<file path="config.mk">
export PLATFORM = sky130hd
export DESIGN_NAME = ctr_cascade
export DESIGN_NICKNAME = d
export VERILOG_FILES = /design/src/rtl/cnt_pkg.sv /design/src/rtl/nib_ctrl.sv /design/src/rtl/nib_term.sv /design/src/rtl/nib_slice.sv /design/src/rtl/ctr_cascade.sv
export SDC_FILE = /design/constraint.sdc
export NUM_CORES = 1
export LEC_CHECK = 0
export BUFFER_PORTS_ARGS = -buffer_cell sky130_fd_sc_hd__buf_2
export CORE_UTILIZATION = 50
export CTS_BUF_LIST = sky130_fd_sc_hd__clkbuf_16
export DETAILED_ROUTE_END_ITERATION = 7
export PLACE_DENSITY = 0.79
export SYNTH_ARGS = -nofsm -noshare
export SYNTH_HDL_FRONTEND = slang
export SYNTH_SLANG_ARGS = --single-unit
</file>
<file path="constraint.sdc">
create_clock -name clk -period 6.75 [get_ports clk]
set_input_delay 1.0125 -clock clk [delete_from_list [all_inputs] [get_ports clk]]
set_output_delay 1.0125 -clock clk [all_outputs]
set_load 0.005 [all_outputs]
</file>
<file path="src/rtl/cnt_pkg.sv">
package cnt_pkg;

   typedef enum logic [1:0] {
      OP_HOLD = 2'd0,
      OP_LOAD = 2'd1,
      OP_INC  = 2'd2,
      OP_DEC  = 2'd3
   } op_e;

   // Priority: disabled -> hold; load beats counting.
   function automatic op_e pick_op(input logic en_n, input logic ld_n, input logic up);
      if (en_n)      return OP_HOLD;
      else if (!ld_n) return OP_LOAD;
      else if (up)    return OP_INC;
      else            return OP_DEC;
   endfunction

endpackage

</file>
<file path="src/rtl/nib_ctrl.sv">
module nib_ctrl
   import cnt_pkg::*;
(
   input  logic en_n,
   input  logic ld_n,
   input  logic up,
   output op_e  op
);
   always_comb op = pick_op(en_n, ld_n, up);
endmodule

</file>
<file path="src/rtl/nib_term.sv">
module nib_term #(
   parameter int W = 4
) (
   input  logic [W-1:0] q,
   input  logic         up,
   output logic         term_n
);
   logic at_top, at_bot;
   always_comb begin
      at_top = &q;
      at_bot = ~|q;
      term_n = ~((at_top & up) | (at_bot & ~up));
   end
endmodule

</file>
<file path="src/rtl/nib_slice.sv">
module nib_slice
   import cnt_pkg::*;
#(
   parameter int W = 4
) (
   input  logic         clk,
   input  logic         clr,
   input  logic         up,
   input  logic         ld_n,
   input  logic         en_n,
   input  logic [W-1:0] d,
   output logic [W-1:0] q,
   output logic         term_n
);
   localparam logic [W-1:0] ONE = {{(W-1){1'b0}}, 1'b1};

   op_e          op;
   logic [W-1:0] q_r;
   logic [W-1:0] nxt;

   nib_ctrl u_ctrl (
      .en_n (en_n),
      .ld_n (ld_n),
      .up   (up),
      .op   (op)
   );

   always_comb begin
      unique case (op)
         OP_LOAD: nxt = d;
         OP_INC:  nxt = q_r + ONE;
         OP_DEC:  nxt = q_r - ONE;
         default: nxt = q_r;
      endcase
   end

   always_ff @(posedge clk or posedge clr) begin
      if (clr) q_r <= '0;
      else     q_r <= nxt;
   end

   nib_term #(.W(W)) u_term (
      .q      (q_r),
      .up     (up),
      .term_n (term_n)
   );

   assign q = q_r;
endmodule

</file>
<file path="src/rtl/ctr_cascade.sv">
module ctr_cascade #(
   parameter int SLICE_W = 4,
   parameter int SLICES  = 2
) (
   input  logic                      clk,
   input  logic                      clr,
   input  logic                      up,
   input  logic                      ld_n,
   input  logic                      en_n,
   input  logic [SLICE_W*SLICES-1:0] d,
   output logic [SLICE_W*SLICES-1:0] q,
   output logic                      co_n
);
   localparam int TOTAL_W = SLICE_W * SLICES;

   if (SLICE_W != 4) begin : g_bad_w
      $error("ctr_cascade: SLICE_W must be 4");
   end
   if (SLICES < 1 || SLICES > 16) begin : g_bad_n
      $error("ctr_cascade: SLICES must be 1..16");
   end

   // chain_n[k] is low when every slice below k is at its terminal value
   logic [SLICES:0]   chain_n;
   logic [SLICES-1:0] term_n;
   logic [SLICES-1:0] sen_n;

   assign chain_n[0] = 1'b0;

   for (genvar k = 0; k < SLICES; k++) begin : g_slice
      assign chain_n[k+1] = chain_n[k] | term_n[k];

      if (k == 0) begin : g_low
         assign sen_n[k] = en_n;
      end else begin : g_high
         // loads reach every slice; counts need the carry from below
         assign sen_n[k] = en_n | (ld_n & chain_n[k]);
      end

      nib_slice #(.W(SLICE_W)) u_nib (
         .clk    (clk),
         .clr    (clr),
         .up     (up),
         .ld_n   (ld_n),
         .en_n   (sen_n[k]),
         .d      (d[k*SLICE_W +: SLICE_W]),
         .q      (q[k*SLICE_W +: SLICE_W]),
         .term_n (term_n[k])
      );
   end

   assign co_n = chain_n[SLICES];

   logic unused_w;
   assign unused_w = ^TOTAL_W;
endmodule

</file>
Word-level counts from Yosys, hierarchy flattened
Cells that the tools add are included.
- flip-flop bits (word level): 8
- bits of input ports: 13
- output and inout bits: 9
- logic and storage cells: 38
- $add $sub $neg: 4
- eq/ne operators: 6
- mux-type cells: 6
- bitwise operators: 12
- reductions and logical operators: 8
- operator list (kind ; count):
    case mux 4 bit (3 select lines) ; 2
    adder 4 x 1 -> 4 bit, second input constant ; 2
    == test 2 bit, second input constant ; 4
    AND reduction 4 bit ; 2
    OR reduction 4 bit ; 2
    subtractor 4 x 1 -> 4 bit, second input constant ; 2
    2-to-1 mux 2 bit ; 3
    nonzero test 3 bit ; 2
    AND 1 bit ; 5
    == test 2 x 1 -> 1 bit, second input constant ; 2
    bitwise OR 1 bit ; 4
    NOT 1 bit ; 3
    zero test 1 bit ; 2
    2-to-1 mux 1 bit ; 1

Longest topological paths before layout
Gate-level depths: netlist of the first run.
- depth in word-level cells: 10
- gate-level depth with buffers: 9
- mapped depth without buffers: 8

By module
From an unflattened synthesis of the first run, not the netlist that was laid out.
- cell total of the unflattened synthesis: 86
- area total of the unflattened synthesis: 759.5 um^2
- by module, submodules not included (module ; times used ; cells an instance ; area an instance (um^2) ; seq. area each (um^2)):
    nib_slice ; 2 ; 37 ; 330.3 ; 100.1
    nib_term ; 2 ; 3 ; 31.3 ; 0.0
    nib_ctrl ; 2 ; 2 ; 11.3 ; 0.0
    ctr_cascade ; 1 ; 2 ; 13.8 ; 0.0

Worst setup path before layout of the first run
No wires, ideal clock.
- kind: in2reg
- start point: in ld_n
- end point: reg g_slice[1].u_nib.q_r[3]
- library setup time: 120 ps
- arrival time: 2781 ps
- required time: 6630 ps
- slack: 3850 ps
- cell stages on the path: 9
- buffers on the path: 1
- cell sequence: clkbuf_1 nand2b_1 or3_2 inv_1 ha_1 a21o_1 a21oi_1 xnor2_1 a31o_1
- word-level cells in the longest chain between the ends: 5
- elaborated cells between the ends (all ways): 9
- classes of those cells: 3 x eq/ne; 3 x mux; 2 x bitwise; 1 x reduce/logical
- ends and longest elaborated chain (element ; RTL line ; source):
    start, declared ; ctr_cascade.sv:8 ; input logic ld_n,
    AND 1 bit ; ctr_cascade.sv:37 ; assign sen_n[k] = en_n | (ld_n & chain_n[k]);
    bitwise OR 1 bit ; ctr_cascade.sv:37 ;
    2-to-1 mux 2 bit (*) ; cnt_pkg.sv:12 ; if (en_n) return OP_HOLD;
    == test 2 bit / == test 2 x 1 -> 1 bit (equally long branches) ; nib_slice.sv:29 ; unique case (op)
    case mux 4 bit (3 select lines) / nonzero test 3 bit (equally long branches) ; n/a ;
    end signal, assigned ; nib_slice.sv:39 ; else q_r <= nxt;
    end, declared ; nib_slice.sv:18 ; logic [W-1:0] q_r;
Every way passes the cells marked *; elsewhere a longest branch is shown, timed or not.
A chain may end at the register's enable or synchronous reset.

Worst setup path after layout of the first run
- start point: in up
- end point: out co_n
- word-level cells in the longest chain between the ends: 5
- elaborated cells between the ends (all ways): 10
- classes of those cells: 10 x bitwise
- ends and longest elaborated chain (element ; RTL line ; source):
    start, declared ; ctr_cascade.sv:7 ; input logic up,
    NOT 1 bit ; nib_term.sv:12 ; term_n = ~((at_top & up) | (at_bot & ~up));
    AND 1 bit ; nib_term.sv:12 ;
    bitwise OR 1 bit ; nib_term.sv:12 ;
    NOT 1 bit ; nib_term.sv:12 ;
    bitwise OR 1 bit (*) ; ctr_cascade.sv:31 ; assign chain_n[k+1] = chain_n[k] | term_n[k];
    end, declared ; ctr_cascade.sv:12 ; output logic co_n
Marks and branches as above.

==> results by group, run 1 <==
Run status
  – Status: finished clean

Yosys
  – Top cells by area, synth: dfrtp_1, ha_1, nand2_1
  – Async S/R FF share, synth: 100.0%
  – FF+latch count, synth: 8
  – Yosys warns: 0
  – Most frequent cell after synthesis: nand2_1
  – Yosys top cell area share: just under 30%
  – EDFF count, synth: 0
  – Post-synthesis mux area share: 4.404%
  – Largest family of logic cells by synthesized area: compound AO/OA/AOI/OAI gates
  – Synth Area in Compound Gates: 21.83%
  – Adder-cell share of the synthesized area: a little over an eighth
  – Synth Area in Simple Gates: roughly 20%
  – Most common flop cell mapped by yosys: dfrtp_1
  – Mapped Nets: 99
  – Average size of a mapped cell: 8.524 um2
  – Synth cell types: 26
  – Sequential element share of the synthesized area: 29.36%
  – Synth Area in XOR/XNOR: 5.138%
  – Synthesized instance count: 80
  – Synthesized area: 681.9 um2
  – Commonest cells post-synth: nand2_1, inv_1, dfrtp_1
  – Area leader, netlist: dfrtp_1

Worst setup path
  – Critical Path End Type: output port
  – Critical Path Fanout Max: 6
  – Worst endpoint required time: 5.74 ns
  – Worst R2R Path Depth: 8
  – Startpoint class of the critical path: input port
  – Crit path kind: in -> out
  – Data arrival, critical path: 1.87 ns
  – Reg2reg end: g_slice[1].u_nib.q[3]
  – Flop-to-flop setup slack: ~4.2 ns
  – R2R Path Start: g_slice[0].u_nib.q[3]

Clock network
  – # resized after CTS: 0
  – TritonCTS Buffers: 3
  – Clock Path Buffers: 2
  – CTS Hold Buffers Added: 0
  – Clk root buf: clkbuf_16
  – Worst skew pair latency: between 0.2 and 0.25 ns
  – CTS H-tree depth: 1
  – Clock transition at path regs: 0.04 ns
  – TritonCTS clock tree: built
  – Sink Count: 8
  – Postcts setup bufs: 0

Die
  – Die Height: 38.93 um
  – Io pins: 22
  – Core area: 0.001186 mm2
  – Starting Density: a little under three fifths
  – Cell Rows: 12
  – Die Wd: 38.93 um
  – Full die area: between 0.0015 and 0.002 mm2

Drt
  – 1st-pass router iterations: 4
  – DRT iter0 DRCs: 14
  – Wirelength, routed: 1.631 mm
  – Post-DR wirelength/cell: 14.06 um
  – Number of remaining DRC errors: 0
  – Via count: 671
  – Drt via density: 5.784
  – DRT antenna net count: 0

STA
  – Actual slew at the worst max-slew pin: 0.4348 ns
  – Max Clk Rate: 347.4 MHz
  – Final min period: ~2.9 ns
  – Setup WS post-layout: between 3 and 4 ns
  – RSZ-0062 raised after global routing: false
  – Final worst-path cycle share: 42.64%
  – Final count of pins violating max slew: 0
  – Setup_tns: 0 ns
  – Worst hold slack: 0.5864 ns
  – Final-report setup violation count: 0
  – Max_slew headroom: 70.90%
  – Fin. Hold Viols: 0
  – Clk_skew: 0.001223 ns

Cells and area
  – NumNets Final: 123
  – Design area: 872.1 um2
  – Ant diodes: 0
  – Max reg flops: 8
  – Final Util: around 74%
  – Area delta synth->final: 27.89%
  – Fraction of layout cells with a size suffix above 1: 27.45%

Min path
  – Hold EP: g_slice[0].u_nib.q[1]
  – HP Class: reg -> reg
  – WHS Path Cells: 2
  – Worst Hold Launch: g_slice[0].u_nib.q[1]

Placement
  – Area of placed instances: 797.0 um2
  – Hpwl dp: 1.216 mm
  – Placement Setup Slack: roughly 3.8 ns
  – Global placement routability congestion: 0.8100
  – Input/output buffers: 21

GRT
  – Global-route wire length before repair: approximately 2.7 mm
  – GR Util All Layers: between 20% and 30%
  – Global route overflow: 0
  – Initial antenna violation count: 0
  – Vias in the first global route: 649
  – Largest net degree at the start of global routing: 14

Power and ir drop
  – Power density cells: 292.7 mW/mm2
  – Leakage Power: 0.4306 nW
  – Worst vdd ir: 0.0001842 V

Job
  – Max_cap viols: 0
-- worst max-delay path by stage --
stage	to	slack [ns]	cells after the start	start
after floorplan	g_slice[1].u_nib.q[3]	3.85	9	ld_n
after global placement	g_slice[1].u_nib.q[3]	3.86	9	en_n
after detailed placement	g_slice[1].u_nib.q[3]	3.82	9	en_n
after CTS	co_n	3.87	5	up
after global routing	co_n	3.76	5	up
final	co_n	3.87	5	up
-- cells by family after synthesis --
logic type               after synthesis
AND/OR/NAND/NOR                       28
AO/OA/AOI/OAI                         20
buffers and inverters                 11
flip-flops                             8
adder cells (fa/ha/maj)                6
XOR/XNOR                               4
multiplexers                           3
-- critical path: stages --
cell and delay [ns]:
buf_2 0.15, or4_1 0.40, nor2_1 0.09, o21ai_0 0.07, buf_2 0.15
-- cell type report --
cell class | instances | area, um2
clock buffer | 3 | 75.07
fill | 90 | 314.1
inverter | 9 | 33.78
multi-input combinational | 61 | 440.4
sequential | 8 | 200.2
tap | 14 | 17.52
timing repair buffer | 21 | 105.1
-- per-layer routing --
metal | global-route usage [%] | share of wire (%) | vias up
met4 | 15.52 | 1.8 | 0
met5 | 0 | 0 | -
met3 | 7.514 | 6.0 | 5
met1 | 29.08 | 42 | 311
met2 | 47.08 | 50 | 24
li1 | - | - | 331
-- cell usage in the layout (no fill, tap or decap) --
cell type,n
xnor2_1,4
ha_1,4
o22ai_4,1
fa_1,2
a221o_1,2
dfrtp_1,8
nor2_1,5
or4_1,1
nand3_1,4
nor3_1,1
nand2_1,11
mux2i_1,3
inv_1,9
or4_4,1
or2_2,1
a21o_1,1
and3_1,1
nor2b_1,1
o211ai_1,3
buf_2,21
a31o_1,1
clkbuf_16,3
or3_2,1
nand2b_1,1
a21oi_1,3
o21ai_0,5
a22oi_1,4
-- power by group --
| part | total (W) | switching [W] | internal [W] |
|---|---|---|---|
| logic | 0.0000781 | 0.0000385 | 0.0000396 |
| registers | 0.0000753 | 0.0000167 | 0.0000585 |
| clock network | 0.000102 | 0.0000253 | 0.0000766 |
-- per-stage QoR --
stage | instances | total power, W
after floorplan | 80 | 0.0001263
after global placement | 113 | 0.0001498
after detailed placement | 113 | 0.0001536
after CTS | 116 | 0.0002561
after global routing | 116 | 0.0002718
final | 116 | 0.0002552
(Power assumes the default switching activity.)
==> run 2, diff against run 1 <==
Settings changed: CORE_UTILIZATION 50 to 44, PLACE_DENSITY 0.79 to 0.73.
Clock period 6.75 ns to 2.6 ns, I/O delays scaled along.
==> run 2 against run 1 <==
  * Clock-buffer cell count unchanged
  * Power grew to 2.7 times the previous value
  * Register-to-register slack worse by 4.1 ns
  * Via count fell by 1.2%
  * Combinational power increased to 3.0 times the previous value
  * Sequential power rose by 140%
  * Wire length grew 1.7%
  * Final cell count increased by 4.3%
  * Critical path depth is 3 higher
  * Die area rose by 13%
  * First-iteration DRC count shrank 36%
==> results by group, run 2 (same netlist as run 1, synthesis figures left out) <==
Clock network
  – Worst skew pair latency: 0.23 ns (about the same)
  – TritonCTS Buffers: 3 (unchanged)
  – Sink Count: 8 (unchanged)
  – TritonCTS clock tree: built (unchanged)
  – CTS H-tree depth: 1 (unchanged)
  – Clock transition at path regs: 0.04 ns (about the same)
  – Clock Path Buffers: 2 (unchanged)
  – Clk root buf: clkbuf_16 (unchanged)

Cells and area
  – Final Util: 66.39% (was 73.52%)
  – Max reg flops: 8 (unchanged)
  – Ant diodes: 0 (unchanged)
  – NumNets Final: 127 (was 123)
  – Most frequent cells in the layout: buf_2, nand2_1, inv_1, dfrtp_1 (unchanged)
  – Fraction of layout cells with a size suffix above 1: 31.13% (was 27.45%)
  – Area delta synth->final: 33.03% (was 27.89%)
  – Commonest non-fill, non-tap cell in the layout: buf_2 (unchanged)

Power and ir drop
  – Switch share: 30.70% (was 31.56%)
  – Sequential share of power: 27.2% (was 29.5%)
  – Power consumption: 0.0006768 W (was 0.0002552 W)
  – Clock Power Share: 38.1% (was 39.9%)
  – Int Pwr: 0.0004690 W (was 0.0001747 W)
  – Worst vdd ir: 0.0004656 V (was 0.0001842 V)
  – Psw: 0.0002077 W (was 0.00008055 W)
  – Combinational share of power: 34.6% (was 30.6%)
  – Leakage Power: 0.4511 nW (was 0.4306 nW)
  – Power density cells: 746.0 mW/mm2 (was 292.7 mW/mm2)

STA
  – Clk_skew: 0.004543 ns (was 0.001223 ns)
  – Final min period: 2.483 ns
  – Worst hold slack: 0.09737 ns (was 0.5864 ns)
  – Final-report setup violation count: 0 (unchanged)
  – Actual slew at the worst max-slew pin: 0.4991 ns (was 0.4348 ns)
  – Final worst-path cycle share: a little over nine tenths
  – Fin. Hold Viols: 0 (unchanged)
  – RSZ-0062 raised after global routing: false (unchanged)
  – Final count of pins violating max slew: 0 (unchanged)
  – Max_slew headroom: 66.60% (was 70.90%)
  – Setup_tns: 0 ns (unchanged)
  – Max Clk Rate: 402.8 MHz

Placement
  – Global placement routability congestion: 0.8094 (was 0.8100)
  – Hpwl dp: 1.225 mm (was 1.216 mm)
  – Input/output buffers: 21 (unchanged)

Drt
  – Wirelength, routed: 1.658 mm (was 1.631 mm)
  – Drt via density: 5.479 (was 5.784)
  – Number of remaining DRC errors: 0 (unchanged)
  – DRT antenna net count: 0 (unchanged)
  – Post-DR wirelength/cell: 13.70 um (was 14.06 um)
  – DRT iter0 DRCs: 9 (was 14)
  – Via count: 663 (was 671)
  – 1st-pass router iterations: 4 (unchanged)

Die
  – Die Height: 41.37 um (was 38.93 um)
  – Core area: 0.001366 mm2 (was 0.001186 mm2)
  – Cell Rows: 13 (was 12)
  – Die Wd: 41.37 um (was 38.93 um)
  – Full die area: 0.001711 mm2 (was 0.001516 mm2)
  – Io pins: 22 (unchanged)
  – Starting Density: 49.91% (was 57.49%)

Worst setup path
  – Critical Path End Type: register (was output port)
  – Critical-path cell list: or4_4, or3_2, inv_1, ha_1, a21o_1, a21oi_2, xnor2_1, a31o_1 (was buf_2, or4_1, nor2_1, o21ai_0, buf_2)
  – Crit path kind: reg -> reg (was in -> out)
  – Startpoint class of the critical path: register (was input port)
  – Worst endpoint required time: 2.72 ns (was 5.74 ns)
  – Critical path's largest stage delay: 0.55 ns (was 0.40 ns)
  – Data arrival, critical path: 2.60 ns (was 1.87 ns)
  – Crit-path slowest cell: or4_4 (was or4_1)
  – Critical Path Fanout Max: 2 (was 6)

Min path
  – HP Class: in -> async (was reg -> reg)

GRT
  – Global route overflow: 0 (unchanged)
  – GR Util All Layers: 24.25% (was 27.20%)
  – Largest net degree at the start of global routing: 14 (unchanged)
  – Vias in the first global route: 592 (was 649)
  – Global-route wire length before repair: 2.628 mm (was 2.677 mm)
  – Initial antenna violation count: 0 (unchanged)

Job
  – Max_cap viols: 0 (unchanged)

Run status
  – Status: finished clean (unchanged)
==> run 2: layer usage <==
layer | vias to the layer above | global-route usage [%] | part of all wire [%]
li1 | 339 | - | -
met1 | 302 | 31.68 | 47
met2 | 19 | 40.23 | 48
met3 | 3 | 6.383 | 5.0
met4 | 0 | 4.839 | 0.48
met5 | - | 0 | 0
==> run 2: final cells by class <==
class | instances | area (um2)
fillers | 127 | 459.2
multi-input cells | 61 | 444.2
flip-flops and latches | 8 | 200.2
repair buffers | 25 | 135.1
clock buffers | 3 | 75.07
inverters | 9 | 33.78
well taps | 15 | 18.77
==> run 2: stage by stage <==
step	setup WS, ns	cells	area [um2]
after floorplan	0.1195	80	681.9
after global placement	0.1302	117	820.8
after detailed placement	0.06455	117	820.8
after CTS	0.05476	120	895.9
after global routing	0.02544	121	907.1
final	0.1175	121	907.1
==> run 2: final timing paths <==
| check | slack (ns) | endpoint | depth (start not counted) | start |
|---|---|---|---|---|
| max | 0.12 | g_slice[1].u_nib.q[3] | 8 | g_slice[0].u_nib.q[3] |
| min reg2reg | 0.60 | g_slice[0].u_nib.q[2] | 3 | g_slice[0].u_nib.q[2] |
| min | 0.1 | g_slice[0].u_nib.q[0] | 2 | clr |
| min in group clk | 0.39 | g_slice[1].u_nib.q[0] | 2 | d[4] |
| max in group asynchronous | 2.26 | g_slice[0].u_nib.q[3] | 2 | clr |
| max reg2reg | 0.12 | g_slice[1].u_nib.q[3] | 8 | g_slice[0].u_nib.q[3] |
==> run 2: critical path, delay by kind of cell, from the launching register on <==
| kind | cells | cell delay [ns] |
|---|---|---|
| AOI/OAI and AO/OA | 3 | 0.54 |
| xor gates and xnor gates | 1 | 0.08 |
| adders and majority gates | 1 | 0.23 |
| buffers and inverters | 1 | 0.10 |
| DFF | 1 | 0.37 |
| and+or+nand+nor | 2 | 1.05 |
==> run 2: timing repair <==
action                     CTS  global route
setup endpoints to repair    0             1
setup buffers                0             1
resized for setup            0             1
hold buffers                 0             0
hold endpoints to repair     0             0
==> run 2: power by group through the flow <==
stage                     registers, W  logic [W]  clock network, W
after floorplan               0.000191   0.000137                 0
after global placement        0.000185   0.000219                 0
after detailed placement      0.000187   0.000221                 0
after CTS                     0.000187   0.000224          0.000258
after global routing          0.000189   0.000269          0.000265
final                         0.000184   0.000234          0.000258
